### src/rtl/irq_hub_pkg.sv
package irq_hub_pkg;
    localparam int NSTK = 5;
    localparam int TSHUT_BIT = 3;

    typedef struct packed {
        logic [NSTK-1:0] stk;
    } stk_state_t;

    typedef struct packed {
        logic rsv;
    } top_state_t;
endpackage

### src/rtl/irq_sticky_bank.sv
module irq_sticky_bank
    import irq_hub_pkg::*;
#(
    parameter int N = NSTK
) (
    input  logic         clk,
    input  logic         rst_n,
    input  logic [N-1:0] evt,
    input  logic [N-1:0] clr,
    output logic [N-1:0] q,
    output logic [N-1:0] d_next
);
    logic [N-1:0] st_d, st_q;

    always_comb begin
        st_d = (st_q & ~clr) | evt;
    end

    always_ff @(posedge clk or negedge rst_n) begin
        if (!rst_n) st_q <= '0;
        else        st_q <= st_d;
    end

    assign q      = st_q;
    assign d_next = st_d;

    for (genvar i = 0; i < N; i++) begin : g_chk
        p_set_r2: assert property (@(posedge clk) disable iff (!rst_n)
            evt[i] |=> q[i]);
        p_hold_r3: assert property (@(posedge clk) disable iff (!rst_n)
            (q[i] && !clr[i]) |=> q[i]);
        p_clear_r3: assert property (@(posedge clk) disable iff (!rst_n)
            (clr[i] && !evt[i]) |=> !q[i]);
        p_set_wins_r8: assert property (@(posedge clk) disable iff (!rst_n)
            (clr[i] && evt[i]) |=> q[i]);
    end
endmodule

### src/rtl/irq_sub_flag.sv
module irq_sub_flag #(
    parameter int W    = 8,
    parameter int NSUB = 2
) (
    input  logic [NSUB*W-1:0] subs,
    output logic [NSUB-1:0]   flag
);
    for (genvar i = 0; i < NSUB; i++) begin : g_sub
        assign flag[i] = |subs[i*W +: W];
    end
endmodule

### src/rtl/irq_rail_gate.sv
module irq_rail_gate #(
    parameter int NRAIL = 4
) (
    input  logic             clk,
    input  logic             rst_n,
    input  logic             block_d,
    input  logic [NRAIL-1:0] on_req,
    input  logic [NRAIL-1:0] off_req,
    output logic [NRAIL-1:0] en
);
    typedef struct packed {
        logic [NRAIL-1:0] en;
    } gate_state_t;

    gate_state_t s_d, s_q;

    always_comb begin
        s_d = s_q;
        if (block_d) s_d.en = '0;
        else         s_d.en = (s_q.en | on_req) & ~off_req;
    end

    always_ff @(posedge clk or negedge rst_n) begin
        if (!rst_n) s_q <= '0;
        else        s_q <= s_d;
    end

    assign en = s_q.en;

    p_block_off_r6: assert property (@(posedge clk) disable iff (!rst_n)
        block_d |=> (en == '0));

    for (genvar i = 0; i < NRAIL; i++) begin : g_chk
        p_off_wins_r9: assert property (@(posedge clk) disable iff (!rst_n)
            off_req[i] |=> !en[i]);
        p_on_r9: assert property (@(posedge clk) disable iff (!rst_n)
            (on_req[i] && !off_req[i] && !block_d) |=> en[i]);
    end
endmodule

### src/rtl/irq_status_hub.sv
module irq_status_hub
    import irq_hub_pkg::*;
#(
    parameter int AW       = 8,
    parameter int SUBW     = 8,
    parameter int NRAIL    = 4,
    parameter logic [AW-1:0] REG_ADDR = 8'h1A
) (
    input  logic             clk,
    input  logic             rst_n,
    input  logic [AW-1:0]    bus_addr,
    input  logic [7:0]       bus_wdata,
    input  logic             bus_we,
    output logic [7:0]       bus_rdata,
    input  logic [NSTK-1:0]  evt_pulse,
    input  logic [SUBW-1:0]  sub01_val,
    input  logic [SUBW-1:0]  sub23_val,
    input  logic [NRAIL-1:0] rail_on,
    input  logic [NRAIL-1:0] rail_off,
    output logic [NRAIL-1:0] rail_en,
    output logic             irq
);
    localparam int NSUB = 2;

    logic            hit, wr;
    logic [NSTK-1:0] clr, stk_q, stk_d;
    logic [NSUB-1:0] flag;
    top_state_t      t_d, t_q;

    assign hit = (bus_addr == REG_ADDR);
    assign wr  = bus_we && hit;
    assign clr = wr ? bus_wdata[NSTK-1:0] : '0;

    irq_sticky_bank #(.N(NSTK)) u_stk (
        .clk(clk), .rst_n(rst_n), .evt(evt_pulse), .clr(clr),
        .q(stk_q), .d_next(stk_d)
    );

    irq_sub_flag #(.W(SUBW), .NSUB(NSUB)) u_flag (
        .subs({sub23_val, sub01_val}), .flag(flag)
    );

    irq_rail_gate #(.NRAIL(NRAIL)) u_gate (
        .clk(clk), .rst_n(rst_n), .block_d(stk_d[TSHUT_BIT]),
        .on_req(rail_on), .off_req(rail_off), .en(rail_en)
    );

    always_comb begin
        t_d = t_q;
        if (wr) t_d.rsv = bus_wdata[7];
    end

    always_ff @(posedge clk or negedge rst_n) begin
        if (!rst_n) t_q <= '0;
        else        t_q <= t_d;
    end

    assign bus_rdata = hit ? {t_q.rsv, flag[1], flag[0], stk_q} : 8'h00;
    assign irq       = (|stk_q) || (|flag);

    p_rsv_r5: assert property (@(posedge clk) disable iff (!rst_n)
        wr |=> (t_q.rsv == $past(bus_wdata[7])));
    p_miss_r1: assert property (@(posedge clk) disable iff (!rst_n)
        (!hit) |-> (bus_rdata == 8'h00));
    p_irq_r7: assert property (@(posedge clk) disable iff (!rst_n)
        (!irq) |-> (stk_q == '0 && sub01_val == '0 && sub23_val == '0));
    p_ro_r4: assert property (@(posedge clk) disable iff (!rst_n)
        (wr && bus_wdata[6:5] != 2'b00 && sub01_val == '0 && sub23_val == '0)
        |-> (bus_rdata[6:5] == 2'b00));
endmodule

### config.mk
export PLATFORM = sky130hd
export DESIGN_NAME = irq_status_hub
export DESIGN_NICKNAME = d
export VERILOG_FILES = /design/src/rtl/irq_hub_pkg.sv /design/src/rtl/irq_sticky_bank.sv /design/src/rtl/irq_sub_flag.sv /design/src/rtl/irq_rail_gate.sv /design/src/rtl/irq_status_hub.sv
export SDC_FILE = /design/constraint.sdc
export NUM_CORES = 1
export LEC_CHECK = 0
export ABC_AREA = 1
export BUFFER_PORTS_ARGS = -buffer_cell sky130_fd_sc_hd__buf_2
export CAP_MARGIN = 20
export CORE_UTILIZATION = 29
export DETAILED_ROUTE_END_ITERATION = 10
export GPL_TIMING_DRIVEN = 1
export MAX_ROUTING_LAYER = met4
export PLACE_DENSITY = 0.74
export SLEW_MARGIN = 20
export SYNTH_ARGS = -nofsm -noshare
export SYNTH_HDL_FRONTEND = slang
export SYNTH_SLANG_ARGS = --single-unit
### constraint.sdc
create_clock -name clk -period 0.8 [get_ports clk]
set_input_delay 0.16 -clock clk [delete_from_list [all_inputs] [get_ports clk]]
set_output_delay 0.16 -clock clk [all_outputs]
set_load 0.02 [all_outputs]
==> results of run 1 <==
## final timing paths
path	from	endpoint	cells after the start
max	u_stk.q[0]	irq	3
min	evt_pulse[2]	u_stk.q[2]	3
max reg2reg	u_stk.q[0]	u_stk.q[0]	4
min reg2reg	u_gate.en[3]	u_gate.en[3]	2
max in group asynchronous	rst_n	u_gate.en[2]	2
min in group asynchronous	rst_n	u_stk.q[2]	2
## metrics by stage
| step | hold WS (ns) | utilization, % |
|---|---|---|
| 3_3_place_gp | 0.0285 | 57.0 |
| 3_5_place_dp | 0.0306 | 57.0 |
| 2_1_floorplan | -0.136 | - |
| 5_1_grt | 0.0734 | 69.9 |
| 6_report | 0.0785 | 69.9 |
| 4_1_cts | 0.0726 | 67.5 |
## timing repair
action	4_1_cts	5_1_grt
pin swaps	10	4
setup buffers	1	1
setup endpoints to repair	23	23
cloned	1	0
resized for setup	44	10
hold buffers	1	0
hold endpoints to repair	10	0
## critical path: stages (launching register included)
cell     delay (ns)
dfrtp_1        0.40
nor4_2         0.28
nand4_1        0.11
buf_2          0.17
## area by class of cell
type	count	area, µm²	share of cell area [%]
Clock buffer	4	36.3	2.94
Inverter	15	73.8	5.98
Multi-Input combinational cell	57	355	28.8
Sequential cell	10	250	20.3
Tap cell	25	31.3	2.54
Timing Repair Buffer	68	480	38.9
Timing Repair inverter	1	6.26	0.507
## sequential cells by signal (all words and copies together) (netlist names)
signal and count:
u_gate.en 4, u_stk.q 5, t_q 1
## layer usage
layer  part of all wire [%]  track usage (%)  wire, µm  up-vias
li1                       -                -         -      389
met1                     40             18.5       712      319
met2                     53             30.9       927       32
met3                    5.8             2.78       102        4
met4                    1.3             7.27        23        0
met5                      0                -         0        -
## cells in the final DEF (no fill, tap or decap), types with 2 or more instances in the layout
master,instances
buf_2,43
buf_4,4
buf_6,20
clkbuf_4,3
dfrtp_1,10
inv_1,9
inv_4,5
nand2_1,19
nand2_2,2
nor2_1,13
nor2_2,2
nor2_4,12
o21bai_1,4
## power groups by stage
stage	clock network (mW)	logic [mW]	registers (mW)
floorplan	0	0.0482	0.521
global placement	0	0.174	0.521
detailed placement	0	0.178	0.521
CTS	0.467	0.194	0.511
global route	0.513	0.222	0.511
finish	0.463	0.201	0.511
## cells by family after synthesis
kind of cell | after synthesis
AND/OR/NAND/NOR | 52
flip-flops | 10
buffers and inverters | 15
AO/OA/AOI/OAI | 5
## cells in the mapped netlist
| cell | count | area [µm²] |
|---|---|---|
| o21ai_0 | 1 | 5.00 |
| nand2_1 | 22 | 82.6 |
| nor2_2 | 1 | 6.26 |
| nor2_4 | 1 | 11.3 |
| nor2_1 | 25 | 93.8 |
| nand3_1 | 1 | 5.00 |
| nor4_1 | 1 | 6.26 |
| inv_1 | 14 | 52.6 |
| o21bai_1 | 4 | 30.0 |
| nand4_1 | 1 | 6.26 |
| dfrtp_1 | 10 | 250 |
| inv_2 | 1 | 3.75 |
==> metrics.md, run 1 <==
| Metric | Value |
|---|---|
| Routed vias/inst | 4.13 |
| Worst Setup End Kind | output pin |
| Adder-cell share of the synthesized area | 0% |
| Pwr Total | between 1 and 1.5 mW |
| Post-DP HPWL | 1.28 mm |
| First-pass GRT wire length | around 2.5 mm |
| PortBufs | slightly below 60 |
| Crit share post-route | 172% |
| Initial antenna violation count | 0 |
| CTS max path bufs | 2 |
| Number of global-route vias before repair | just under 700 |
| Placed Cells | roughly 170 |
| Synth cell types | 12 |
| Main combinational cell family by area after synthesis | simple AND/OR/NAND/NOR gates |
| Vias | approximately 740 |
| First-iteration detailed-routing DRC count | 7 |
| Clk pwr share | about two fifths |
| Residual DRC count | 0 |
| Ports | just over 60 |
| # clock sinks | 10 |
| Comb power frac | approximately 17% |
| Layout cells sized above 1 | about 63% |
| Post-synthesis xor/xnor area fraction | 0% |
| Antenna cells | 0 |
| Die W | 45.7 µm |
| Post-route insts no fill | 180 |
| CTS clk-pin slew, worst paths | about 0.070 ns |
| Placed Instance Area | roughly 1000 µm² |
| Type of the worst setup path | reg -> out |
| Filler Cell Count | around 150 |
| Dpl ws | -0.382 ns |
| Global-route usage over all layers | approximately 17% |
| Setup Skew | between 0.0002 and 0.0003 ns |
| Final wirelength | approximately 1.8 mm |
| TritonCTS clock tree | yes |
| H-tree depth | 1 |
| Reg power frac | 43.5% |
| Slew margin rel. | about four fifths |
| Worst Slack Setup Final | -0.575 ns |
| Worst vdd ir | just over 0.9 mV |
| Gpl congestion | about 0.74 |
| Die height | roughly 46 µm |
| Seq cells post-synth | 10 |
| Simple-Gate Fraction of Synth Area | a little under two fifths |
| Maximum fanout along the worst path | 2 |
| Drt pass-1 iters | 3 |
| Sequential-to-total area share from yosys stat | about 45% |
| Worst reg-to-reg setup slack | -0.05 ns |
| Avg WL per Cell | 9.81 µm |
| Largest net degree at the start of global routing | 11 |
| Remaining global-route overflow | 0 |
| Max-Cap Viols | 0 |
| Die area | roughly 2100 µm² |
| Period minus WS final | 1.37 ns |
| Root buf cell | clkbuf_4 |
| Highest Clock Rate | 727 MHz |
| Num CTS Buffers | 3 |
| Switching share of power | between 20 and 25% |
| Outcome | finished, violations left |
| Effective utilization at floorplan | 31.3% |
| Yosys warns | 0 |
| Post-synthesis mux area share | 0% |
| Core ar. | around 1800 µm² |
| Count of final hold-check violations | 0 |
| P_int | 0.906 mW |
| Synth Area in Compound Gates | under 10% |
| Arrival @ worst endpoint | 1.21 ns |
| Mapped Cells | 82 |
| Synth Area per Inst | between 6 and 7 µm² |
| PD cells | 952 nW/µm² |
| Synthesis-to-layout area growth | 123% |
| Unrepaired setup endpoints after global routing | yes |
| Worst slew pin tran | approximately 0.27 ns |
| Type of the tightest min-delay check | in -> reg |
| Psw | between 0.2 and 0.3 mW |
| Routed Antenna Nets | 0 |
| Finish-stage setup viols | 23 |
| Final instance area | roughly 1200 µm² |
| Leak Pwr | 0.677 nW |
| Mapped Nets | 130 |
| CP required | ~0.64 ns |
| Worst skew pair latency | about 0.26 ns |
| Final TNS setup | -4.70 ns |
| Rows | 15 |
| Failing checks | setup timing |
| Pins Over Slew Limit | 0 |
| Mapped Area | 553 µm² |
| Setup crit start kind | flip-flop |
| Nets@finish | between 200 and 250 |
Note: power is estimated with default switching activity, not from simulation.
==> inputs of run 2 (changes only) <==
--- a/config.mk
+++ b/config.mk
@@ -5,14 +5,13 @@
 export SDC_FILE = /design/constraint.sdc
 export NUM_CORES = 1
 export LEC_CHECK = 0
-export ABC_AREA = 1
 export BUFFER_PORTS_ARGS = -buffer_cell sky130_fd_sc_hd__buf_2
 export CAP_MARGIN = 20
 export CORE_UTILIZATION = 29
 export DETAILED_ROUTE_END_ITERATION = 10
 export GPL_TIMING_DRIVEN = 1
 export MAX_ROUTING_LAYER = met4
-export PLACE_DENSITY = 0.74
+export PLACE_DENSITY = 0.75
 export SLEW_MARGIN = 20
 export SYNTH_ARGS = -nofsm -noshare
 export SYNTH_HDL_FRONTEND = slang
==> metrics.md, run 2 <==
| Metric | Value |
|---|---|
| First-iteration detailed-routing DRC count | 17 |
| Num CTS Buffers | 3 |
| Yosys warns | 0 |
| CP bufs+invs | 1 |
| Number of global-route vias before repair | slightly above 800 |
| Routed Antenna Nets | 0 |
| Arrival @ worst endpoint | ~1.8 ns |
| PortBufs | between 50 and 60 |
| Crit share post-route | 240% |
| Main combinational cell family by area after synthesis | simple AND/OR/NAND/NOR gates |
| R2r endpoint | u_gate.en[2] |
| CP Cell Sequence | or4_4 > or4_4 > buf_6 |
| Type of the tightest min-delay check | in -> reg |
| Sequential-to-total area share from yosys stat | about 48% |
| Effective utilization at floorplan | about a third |
| Mapped Cells | 52 |
| Post-route insts no fill | 154 |
| Largest register FFs | 5 |
| Adder-cell share of the synthesized area | 0% |
| Root buf cell | clkbuf_4 |
| Largest net degree at the start of global routing | 14 |
| Worst reg-to-reg setup slack | -0.28 ns |
| First-pass GRT wire length | approximately 3.4 mm |
| Post-synthesis mux area share | roughly 2.2% |
| Pwr Total | around 1.2 mW |
| Crit path to | irq |
| Leak Pwr | roughly 0.59 nW |
| Count leader, synth | dfrtp_1 |
| Area share of the largest cell type after synthesis | a little under half |
| Cell family with most CP delay | simple AND/OR/NAND/NOR gates |
| Antenna cells | 0 |
| Worst skew pair latency | between 0.2 and 0.3 ns |
| Maximum fanout along the worst path | 2 |
| Nets@finish | approximately 180 |
| Initial antenna violation count | 0 |
| Core ar. | roughly 1600 µm² |
| Dominant cell type by area after synthesis | dfrtp_1 |
| Most frequent CP cell | or4_4 |
| Worst r2r src | u_stk.q[3] |
| Die area | ~2000 µm² |
| Residual DRC count | 0 |
| Final instance area | 1240 µm² |
| Synth Area per Inst | ~10 µm² |
| Type of the worst setup path | reg -> out |
| Gpl congestion | between 0.6 and 0.7 |
| Finish-stage setup viols | 23 |
| # clock sinks | 10 |
| Seq cells post-synth | 10 |
| Synth Flop Type | dfrtp_1 |
| Routed vias/inst | approximately 5.1 |
| Failing checks | setup timing |
| Simple-Gate Fraction of Synth Area | ~39% |
| Die height | around 44 µm |
| Vias | between 700 and 800 |
| CTS max path bufs | 2 |
| TritonCTS clock tree | yes |
| Mapped Nets | 100 |
| Final wirelength | approximately 2.3 mm |
| Worst slew pin tran | 0.441 ns |
| Remaining global-route overflow | 0 |
| Mapped Area | between 500 and 600 µm² |
| Drt pass-1 iters | 4 |
| CP peak stage delay | 0.53 ns |
| Highest Clock Rate | 520 MHz |
| CP required | approximately 0.64 ns |
| Synth cell types | 20 |
| Fin Hold WS | 0.0450 ns |
| Max-Cap Viols | 0 |
| Number of synthesized flops with an enable pin | 0 |
| Period minus WS final | 1.92 ns |
| Worst Setup End Kind | output pin |
| Largest cells by area after synthesis | dfrtp_1, and3_1, nand4_1, nor4_1, nor4b_4 |
| Avg WL per Cell | approximately 15 µm |
| Worst vdd ir | about 1.2 mV |
| Placed Instance Area | approximately 1000 µm² |
| CP startpoint | u_stk.q[4] |
| Unrepaired setup endpoints after global routing | yes |
| Die W | approximately 44 µm |
| Outcome | finished, violations left |
| Synthesis-to-layout area growth | 138% |
| Pins Over Slew Limit | 0 |
| FFs w/ async S/R, synth | between 90% and 100% |
| Placed Cells | between 100 and 150 |
| Slowest-stage cell, CP | or4_4 |
| Setup crit start kind | flip-flop |
| H-tree depth | 1 |
| Logic depth of the worst path, buffers included | 3 |
| Synth top cells by count | dfrtp_1, and3_1, nor2_1 |
| Synth Area in Compound Gates | 9.11% |
| Layout cells sized above 1 | about 76% |
| Reg2Reg Depth | 4 |
| Final TNS setup | -8.93 ns |
| Post-DP HPWL | 1.50 mm |
| Filler Cell Count | between 90 and 100 |
| Worst Slack Setup Final | -1.12 ns |
| Slew margin rel. | 70.3% |
| CTS clk-pin slew, worst paths | approximately 0.060 ns |
| Most common cell after layout, fill and taps aside | buf_2 |
| Post-synthesis xor/xnor area fraction | 0% |
| Rows | 14 |
| PD cells | about 960 nW/µm² |
| Most frequent cells in the layout | buf_2, buf_6, buf_4 |
| Count of final hold-check violations | 0 |
| Setup Skew | 0.000930 ns |
| Global-route usage over all layers | 26.0% |
| Ports | 61 |
-- run 2: cell families after synthesis --
kind of cell | after synthesis
flip-flops | 10
multiplexers | 1
AO/OA/AOI/OAI | 7
buffers and inverters | 2
AND/OR/NAND/NOR | 32
-- run 2: timing repair --
action / 4_1_cts / 5_1_grt
gates resized for setup: 38 / 8
setup endpoints to repair: 23 / 23
hold endpoints to repair: 10 / 0
setup buffers: 7 / 0
hold buffers: 1 / 0
pin swaps: 6 / 5
cloned: 1 / 0
-- run 2: worst min path at each step --
| stage | from | endpoint | depth (start not counted) |
|---|---|---|---|
| floorplan | rst_n | t_q | 0 |
| global placement | rst_n | u_gate.en[0] | 1 |
| detailed placement | rst_n | u_gate.en[2] | 1 |
| CTS | rail_off[3] | u_gate.en[3] | 2 |
| global route | rail_off[2] | u_gate.en[2] | 2 |
| finish | rail_off[2] | u_gate.en[2] | 2 |
-- run 2: cell type report --
type / instances / area, µm² / share of cell area [%]
clock buffer: 4 / 36.3 / 2.92
multi-input combinational: 40 / 360 / 29.0
timing repair buffer: 76 / 566 / 45.5
tap: 24 / 30.0 / 2.42
sequential: 10 / 250 / 20.1
-- run 2: per-stage QoR --
| stage | setup slack, ns | util, % |
|---|---|---|
| floorplan | -0.683 | - |
| global placement | -0.795 | 61.9 |
| detailed placement | -0.844 | 61.9 |
| CTS | -1.10 | 77.9 |
| global route | -1.15 | 77.9 |
| finish | -1.12 | 77.9 |
-- run 2: metal layers --
| metal | track usage, % | share of wire (%) | up-vias |
|---|---|---|---|
| met5 | - | 0 | - |
| li1 | - | - | 357 |
| met3 | 4.90 | 7.5 | 6 |
| met1 | 21.8 | 33 | 369 |
| met4 | 13.9 | 2.8 | 0 |
| met2 | 51.8 | 57 | 59 |
-- run 2: power breakdown --
group          total, mW  switching (mW)  internal [mW]  leakage (nW)
Combinational      0.230          0.0947          0.135         0.459
Clock              0.456           0.180          0.277        0.0210
Sequential         0.509         0.00117          0.508         0.113
-- run 2: worst register-to-register path, stage by stage, from the launching register on --
cell and delay (ns):
dfrtp_1 0.39, buf_4 0.15, nor2_1 0.19, a31oi_4 0.09
nor3_2 0.18
